### src/rtl/i2c_scl_pkg.sv
package i2c_scl_pkg;

    // Width of one timing byte and of a phase count including the offset.
    localparam int SCL_BYTE_W = 8;
    localparam int SCL_CFG_W  = 2 * SCL_BYTE_W;
    localparam int SCL_LIM_W  = SCL_BYTE_W + 1;
    localparam int SCL_OFS    = 6;

    typedef enum logic {
        PH_LOW  = 1'b0,
        PH_HIGH = 1'b1
    } scl_phase_e;

    // Phase lengths in ticks plus the tick source for the active speed.
    typedef struct packed {
        logic [SCL_LIM_W-1:0] lo_lim;
        logic [SCL_LIM_W-1:0] hi_lim;
        logic                 bypass;
    } scl_timing_t;

    function automatic logic [SCL_LIM_W-1:0] phase_limit(input logic [SCL_BYTE_W-1:0] b);
        return SCL_LIM_W'(b) + SCL_LIM_W'(SCL_OFS);
    endfunction

endpackage

### src/rtl/i2c_scl_presc.sv
module i2c_scl_presc #(
    parameter int PSC_W = 8
) (
    input  logic             clk,
    input  logic             rst,
    input  logic             hold,
    input  logic             bypass,
    input  logic [PSC_W-1:0] div,
    output logic             tick
);
    logic [PSC_W-1:0] pc;

    assign tick = !hold && (bypass || (pc == div));

    always_ff @(posedge clk) begin
        if (rst) begin
            pc <= '0;
        end else if (hold) begin
            pc <= pc;
        end else if (tick) begin
            pc <= '0;
        end else begin
            pc <= pc + PSC_W'(1);
        end
    end

    AST_HOLD_FREEZES_PRESC: assert property (@(posedge clk) disable iff (rst)
        hold |=> $stable(pc));

endmodule

### src/rtl/i2c_scl_phase_ctr.sv
module i2c_scl_phase_ctr #(
    parameter int LIM_W = 9
) (
    input  logic             clk,
    input  logic             rst,
    input  logic             tick,
    input  logic [LIM_W-1:0] lim,
    output logic             done,
    output logic [LIM_W-1:0] cnt
);
    localparam logic [LIM_W-1:0] ONE = LIM_W'(1);

    // Greater-or-equal keeps a phase from overrunning if the limit shrinks.
    assign done = tick && ((cnt + ONE) >= lim);

    always_ff @(posedge clk) begin
        if (rst || done) begin
            cnt <= '0;
        end else if (tick) begin
            cnt <= cnt + ONE;
        end
    end

    AST_DONE_RESTARTS_COUNT: assert property (@(posedge clk) disable iff (rst)
        done |=> (cnt == '0));

endmodule

### src/rtl/i2c_scl_hs_sel.sv
module i2c_scl_hs_sel
    import i2c_scl_pkg::*;
(
    input  logic                 clk,
    input  logic                 rst,
    input  logic                 hs_mode,
    input  logic                 hs_switch,
    input  logic                 going_low,
    input  logic [SCL_CFG_W-1:0] low_cfg,
    input  logic [SCL_CFG_W-1:0] high_cfg,
    output logic                 hs_active,
    output scl_timing_t          timing
);
    logic pend;
    logic act;

    always_ff @(posedge clk) begin
        if (rst || !hs_mode) begin
            pend <= 1'b0;
            act  <= 1'b0;
        end else if (going_low && (pend || hs_switch)) begin
            pend <= 1'b0;
            act  <= 1'b1;
        end else if (hs_switch) begin
            pend <= 1'b1;
        end
    end

    always_comb begin
        if (act) begin
            timing.lo_lim = phase_limit(low_cfg[SCL_CFG_W-1:SCL_BYTE_W]);
            timing.hi_lim = phase_limit(high_cfg[SCL_CFG_W-1:SCL_BYTE_W]);
        end else begin
            timing.lo_lim = phase_limit(low_cfg[SCL_BYTE_W-1:0]);
            timing.hi_lim = phase_limit(high_cfg[SCL_BYTE_W-1:0]);
        end
        timing.bypass = act;
    end

    assign hs_active = act;

    AST_MODE_OFF_DROPS_HS: assert property (@(posedge clk) disable iff (rst)
        !hs_mode |=> !hs_active);

endmodule

### src/rtl/i2c_scl_gen.sv
module i2c_scl_gen
    import i2c_scl_pkg::*;
#(
    parameter int PSC_W = 8
) (
    input  logic                 clk,
    input  logic                 rst,
    input  logic                 en,
    input  logic                 hs_mode,
    input  logic                 hs_switch,
    input  logic [PSC_W-1:0]     psc_div,
    input  logic [SCL_CFG_W-1:0] scl_low_cfg,
    input  logic [SCL_CFG_W-1:0] scl_high_cfg,
    input  logic                 scl_in,
    output logic                 scl_o,
    output logic                 fall_tick,
    output logic                 sample_tick,
    output logic                 hs_active
);
    localparam logic [SCL_LIM_W-1:0] ONE = SCL_LIM_W'(1);

    logic                 core_rst;
    scl_phase_e           phase;
    scl_timing_t          timing;
    logic [SCL_LIM_W-1:0] lim;
    logic [SCL_LIM_W-1:0] half;
    logic [SCL_LIM_W-1:0] cnt;
    logic                 tick;
    logic                 done;
    logic                 stretch;
    logic                 going_low;
    logic                 fall_q;
    logic                 samp_q;

    assign core_rst  = rst || !en;
    assign stretch   = (phase == PH_HIGH) && !scl_in;
    assign lim       = (phase == PH_HIGH) ? timing.hi_lim : timing.lo_lim;
    assign half      = {1'b0, lim[SCL_LIM_W-1:1]};
    assign going_low = done && (phase == PH_HIGH);

    i2c_scl_hs_sel u_sel (
        .clk       (clk),
        .rst       (core_rst),
        .hs_mode   (hs_mode),
        .hs_switch (hs_switch),
        .going_low (going_low),
        .low_cfg   (scl_low_cfg),
        .high_cfg  (scl_high_cfg),
        .hs_active (hs_active),
        .timing    (timing)
    );

    i2c_scl_presc #(.PSC_W(PSC_W)) u_presc (
        .clk    (clk),
        .rst    (core_rst),
        .hold   (stretch),
        .bypass (timing.bypass),
        .div    (psc_div),
        .tick   (tick)
    );

    i2c_scl_phase_ctr #(.LIM_W(SCL_LIM_W)) u_ctr (
        .clk  (clk),
        .rst  (core_rst),
        .tick (tick),
        .lim  (lim),
        .done (done),
        .cnt  (cnt)
    );

    always_ff @(posedge clk) begin
        if (core_rst) begin
            phase  <= PH_HIGH;
            fall_q <= 1'b0;
            samp_q <= 1'b0;
        end else begin
            if (done) begin
                phase <= (phase == PH_HIGH) ? PH_LOW : PH_HIGH;
            end
            fall_q <= going_low;
            samp_q <= (phase == PH_HIGH) && tick && ((cnt + ONE) == half);
        end
    end

    assign scl_o       = (phase == PH_HIGH);
    assign fall_tick   = fall_q;
    assign sample_tick = samp_q;

    AST_DISABLED_RELEASED: assert property (@(posedge clk) disable iff (rst)
        !en |=> (scl_o && !fall_tick && !sample_tick && !hs_active));
    AST_FALL_SINGLE: assert property (@(posedge clk) disable iff (rst)
        fall_tick |=> !fall_tick);
    AST_FALL_AT_EDGE: assert property (@(posedge clk) disable iff (rst)
        fall_tick |-> (!scl_o && $past(scl_o)));
    AST_SAMPLE_IN_HIGH: assert property (@(posedge clk) disable iff (rst)
        sample_tick |-> scl_o);
    AST_STRETCH_KEEPS_HIGH: assert property (@(posedge clk) disable iff (rst)
        (en && scl_o && !scl_in) |=> scl_o);
    AST_HS_AT_FALL: assert property (@(posedge clk) disable iff (rst)
        $rose(hs_active) |-> fall_tick);

endmodule

### config.mk
export PLATFORM = sky130hd
export DESIGN_NAME = i2c_scl_gen
export DESIGN_NICKNAME = d
export VERILOG_FILES = /design/src/rtl/i2c_scl_pkg.sv /design/src/rtl/i2c_scl_presc.sv /design/src/rtl/i2c_scl_phase_ctr.sv /design/src/rtl/i2c_scl_hs_sel.sv /design/src/rtl/i2c_scl_gen.sv
export SDC_FILE = /design/constraint.sdc
export NUM_CORES = 1
export LEC_CHECK = 0
export CAP_MARGIN = 15
export CORE_MARGIN = 3
export CORE_UTILIZATION = 40
export DETAILED_ROUTE_END_ITERATION = 12
export PLACE_DENSITY = 0.61
export SETUP_SLACK_MARGIN = 0.2
export SLEW_MARGIN = 20
export SYNTH_ARGS = -nofsm -noshare
export SYNTH_HDL_FRONTEND = slang
export SYNTH_HIERARCHICAL = 1
export SYNTH_SLANG_ARGS = --single-unit
export TNS_END_PERCENT = 1
### constraint.sdc
create_clock -name clk -period 3.43 [get_ports clk]
set_clock_uncertainty 0.05 [all_clocks]
set_input_delay 0.686 -clock clk [delete_from_list [all_inputs] [get_ports clk]]
set_output_delay 0.686 -clock clk [all_outputs]
set_load 0.1 [all_outputs]
; ---- Word-level counts from Yosys, hierarchy flattened
; Cells that the tools add are included.
[totals]
regBits = 22
in_bits = 46
output_inout_bits = 4
elab_cells = 37
[classes]
order_cmp = 1
reduce_logical = 17
muxes = 4
n_addsub = 6
eq_ne = 2
[op_table]
columns = op, n
row1 = adder 8 x 3 -> 9 bit (second input constant), 4
row2 = 2-to-1 mux 18 bit, 1
row3 = adder 9 x 1 -> 9 bit (second input constant), 1
row4 = == test 9 x 8 -> 1 bit, 1
row5 = >= comparator 9 bit, 1
row6 = 2-to-1 mux 9 bit, 1
row7 = adder 8 x 1 -> 8 bit (second input constant), 1
row8 = == test 8 bit, 1
row9 = 2-to-1 mux 8 bit, 1
row10 = logical AND 1 bit, 7
row11 = logical OR 1 bit, 5
row12 = zero test 1 bit, 4
row13 = OR reduction 2 bit, 1
row14 = 2-to-1 mux 1 bit, 1

; ---- Depth between registers and ports, before layout
[logic_depth]
ltp_word = 8
mapped_depth = 17
mapped_depth_nobuf = 14

; ---- Modules after synthesis
; Netlist, hierarchy kept.
[by_module_without_submodules]
columns = mod, n_inst, area_per_inst_um2, seq_area_each_um2, cells_each
row1 = i2c_scl_phase_ctr, 1, 798.3, 180.2, 98
row2 = i2c_scl_hs_sel, 1, 604.3, 40.0, 73
row3 = i2c_scl_gen, 1, 494.2, 60.1, 54
row4 = i2c_scl_presc, 1, 466.7, 160.2, 51

; ---- Least setup slack after synthesis
; Ideal clock, no wire load.
[synth_timing]
path_type = register to register
start = reg u_sel.act (netlist: u_sel/hs_active)
end = reg u_sel.act (netlist: u_sel/hs_active)
setup_ps = 70
setup_slack_ps = -388
path_stages_with_launch = 17
synth_period_minus_slack_ps = 3818
t_arrival_ps = 3698
t_required_ps = 3310
n_path_buf = 3
cell_sequence = dfxtp_1 > buf_6 > buf_2 > mux2i_1 > ha_1 > xor2_1 > mux2_4 > inv_1 > ha_1 > o21a_1 > o311ai_2 > a31o_2 > buf_6 > a21boi_0 > and2_1 > o21ai_0 > a21oi_1
[synth_rtl]
columns = element, line
row1 = from (decl), i2c_scl_hs_sel.sv:15  ; logic act;
row2 = from (signal assigned), i2c_scl_hs_sel.sv:20  ; act <= 1'b0;
row3 = from (signal assigned), i2c_scl_hs_sel.sv:23  ; act <= 1'b1;

==> run metrics <==
DRT Pass-1 Iters=4; VDD IR-drop max=0.126 mV; routability cong.=0.833; die height=82.9 um; Async SR Flop Fraction=0; die area=6870 um2; Area Overhead vs Synth=37.1%; root buffer cell=clkbuf_8; layout cells sized above 1=0.201; fin crit share=0.889; Startpoint Class=flip-flop; Mean Syn Cell Area=8.56 um2; largest net degree at the start of global routing=26; library cells used by synthesis=56; register-to-register path setup slack=0.38 ns; vias per cell=5.29; FMAX=328 MHz; NumNets Final=409; total power per unit cell area=211 nW/um2; R2R cell count=13; ys flop type=dfxtp_1; CP Class=flip-flop to flip-flop; Inserted Clock Buffers=3; Mapped Nets=336; Critical Path AT=3.16 ns; Hold WC Path Type=flip-flop to flip-flop; CTS tree=done; drt wl/cell=14.9 um; FF-to-FF Start=u_sel/hs_active$_SDFFE_PP0P_; Post-synth EDFFs=0; setup TNS=0 ns; area of placed instances=3080 um2; IO Port Bufs=49; Max stage delay cell, worst path=dfxtp_4; post-layout min period=3.05 ns; worst slew pin tran=0.958 ns; post-synthesis sequential area ratio=0.186; Core ar.=5610 um2; H-tree Lvls=1; yosys warns=6; Leak=0.00141 uW; status=complete, no violations; #FFs+latches synth=22; hold path cells=2; Die Width=82.9 um; CP startpoint=u_sel/hs_active$_SDFFE_PP0P_; global-route wire length before repair=10.8 mm; Hold Buf Count CTS=0; Slew Limit Fails=0; row count=27; CTS Buffer Depth=2; max incr delay on CP=0.55 ns; FILL cells=545; Routed WL=6.25 mm; antenna violations before repair=0; placed wire-length estimate=4.83 mm; placed cells=414; cell area after synthesis=2360 um2; RSZ-0062 raised after global routing=false; Worst-Skew Late Latency=0.27 ns; largest area contributor in the netlist=dfxtp_1; clock sink count=22; worst hold start=u_sel/pend$_SDFFE_PP0P_; Routed Antenna Nets=0; Overall Global Routing Usage=0.183; Worst Path Required=3.54 ns; Vias=2,223; Hold WS=0.464 ns; Finish-stage setup viols=0; Slew headroom=0.359; crit path max fanout=25; Critical Path, Cell by Cell=buf_4 > mux2i_1 > xnor2_1 > mux2_4 > inv_1 > ha_1 > a21oi_1 > nor2_1 > a211oi_2 > a21boi_2 > and2_4 > o21ai_0 > a21oi_1; Most common cell on crit path=a21oi_1; grt ovf=0; fin cells=420; ANT cells=0; Final Hold Fails=0; clock-pin slew on the worst setup and hold paths=0.08 ns; number of DRC markers in iteration 0=84; Worst R2R End=u_sel/hs_active$_SDFFE_PP0P_; gate count of the mapped netlist=276; Worst Hold Endpoint=u_sel/pend$_SDFFE_PP0P_; Yosys top cell area share=0.186; total power=683 uW; Starting Density=0.421; I/O Pins=50; vias in the first global route=2,246; DRC=0; Max-Cap Viols=0; Area contributors post-synth=dfxtp_1 19%, xnor2_1 8.5%, ha_1 7.4%; final instance area=3240 um2; Critical Path End Type=flip-flop
==> timing repair <==
item,CTS,global route
gates resized for setup,3,26
setup endpoints to repair,5,13
cloned,0,1
hold endpoints to repair,0,0
setup buffers,1,0
pin swaps,1,14
==> layout by cell type, fill, tap and decap left out, drive strengths merged, types with 9 or more instances in the layout <==
cell	Yosys	routed
a21oi	14	14
buf	11	34
clkdlybuf4s50	0	26
dfxtp	22	22
dlymetal6s2s	0	20
ha	14	14
inv	14	14
mux2	10	10
mux2i	14	14
nand2	9	9
nand2b	9	9
nand3	15	15
nand4	18	18
nor2	14	14
nor3	12	12
xnor2	25	25
xor2	16	16
==> layout make-up <==
type,instances,area [um2],area share
Multi-Input combinational cell,228,1810,0.559
Timing Repair Buffer,80,769,0.237
Sequential cell,22,444,0.137
Tap cell,72,90.1,0.0278
Inverter,14,52.6,0.0162
Clock buffer,3,41.3,0.0127
Clock inverter,1,30.0,0.00927
==> worst max-delay path by stage <==
| stage | endpoint | cells after the start | slack [ns] |
|---|---|---|---|
| after floorplan | u_sel/hs_active$_SDFFE_PP0P_ | 16 | 0.23 |
| after global placement | u_sel/hs_active$_SDFFE_PP0P_ | 14 | -0.16 |
| after detailed placement | u_sel/hs_active$_SDFFE_PP0P_ | 14 | -0.19 |
| after CTS | u_ctr/cnt[3]$_SDFFE_PP0P_ | 14 | 0.21 |
| after global routing | u_ctr/cnt[0]$_SDFFE_PP0P_ | 12 | 0.22 |
| final | u_sel/hs_active$_SDFFE_PP0P_ | 13 | 0.38 |
==> logic make-up (layout without fill, tap and decap cells) <==
| logic type | count (synthesis) | count (layout) | synth area share |
|---|---|---|---|
| compound gates | 43 | 43 | 0.129 |
| xor+xnor | 43 | 43 | 0.178 |
| fa+ha+maj | 14 | 14 | 0.0741 |
| buf+inv | 26 | 98 | 0.0556 |
| flops | 22 | 22 | 0.186 |
| mux | 24 | 24 | 0.114 |
| simple gates | 104 | 104 | 0.263 |
==> cells in the mapped netlist, drive strengths merged, types with 2 or more instances <==
cell type / n
xnor2: 25
dfxtp: 22
nand4: 18
xor2: 16
nand3: 15
a21oi: 14
ha: 14
inv: 14
mux2i: 14
nor2: 14
nor3: 12
buf: 11
mux2: 10
nand2: 9
nand2b: 9
o21ai: 8
nor2b: 6
and2: 4
and3: 4
a211oi: 3
a31oi: 3
nand4b: 3
a221oi: 2
a32oi: 2
and2b: 2
nand3b: 2
o21a: 2
o22ai: 2
==> registers in the layout (all words and copies together) (netlist names) <==
name	flops
scl_o	1
u_ctr/cnt	9
u_sel/pend	1
sample_tick	1
u_presc/pc	8
fall_tick	1
u_sel/hs_active	1
==> stage by stage <==
stage	util	worst slack [ns]
global placement	0.550	-0.159
floorplan	-	0.227
CTS	0.564	0.208
detailed placement	0.550	-0.186
global route	0.578	0.218
finish	0.578	0.382
==> layer usage <==
| metal | vias to the layer above | share of wire | global-route usage |
|---|---|---|---|
| met3 | 0 | 0.033 | 0.0317 |
| met4 | 0 | 0 | 0.0178 |
| met2 | 35 | 0.46 | 0.298 |
| met5 | - | 0 | 0 |
| met1 | 1045 | 0.50 | 0.261 |
| li1 | 1143 | - | - |
==> where the power goes <==
group	internal (uW)	switching (uW)
logic	108	71.0
registers	256	1.73
clock network	156	90.9
==> critical path: cells and delay by family, from the launching register on <==
kind	cells	cell delay, ns
and+or+nand+nor	2	0.22
adders and majority gates	1	0.23
AOI/OAI and AO/OA	5	0.77
xor gates and xnor gates	1	0.14
buffers and inverters	2	0.32
DFF	1	0.55
muxes	2	0.64
(Power assumes the default switching activity.)
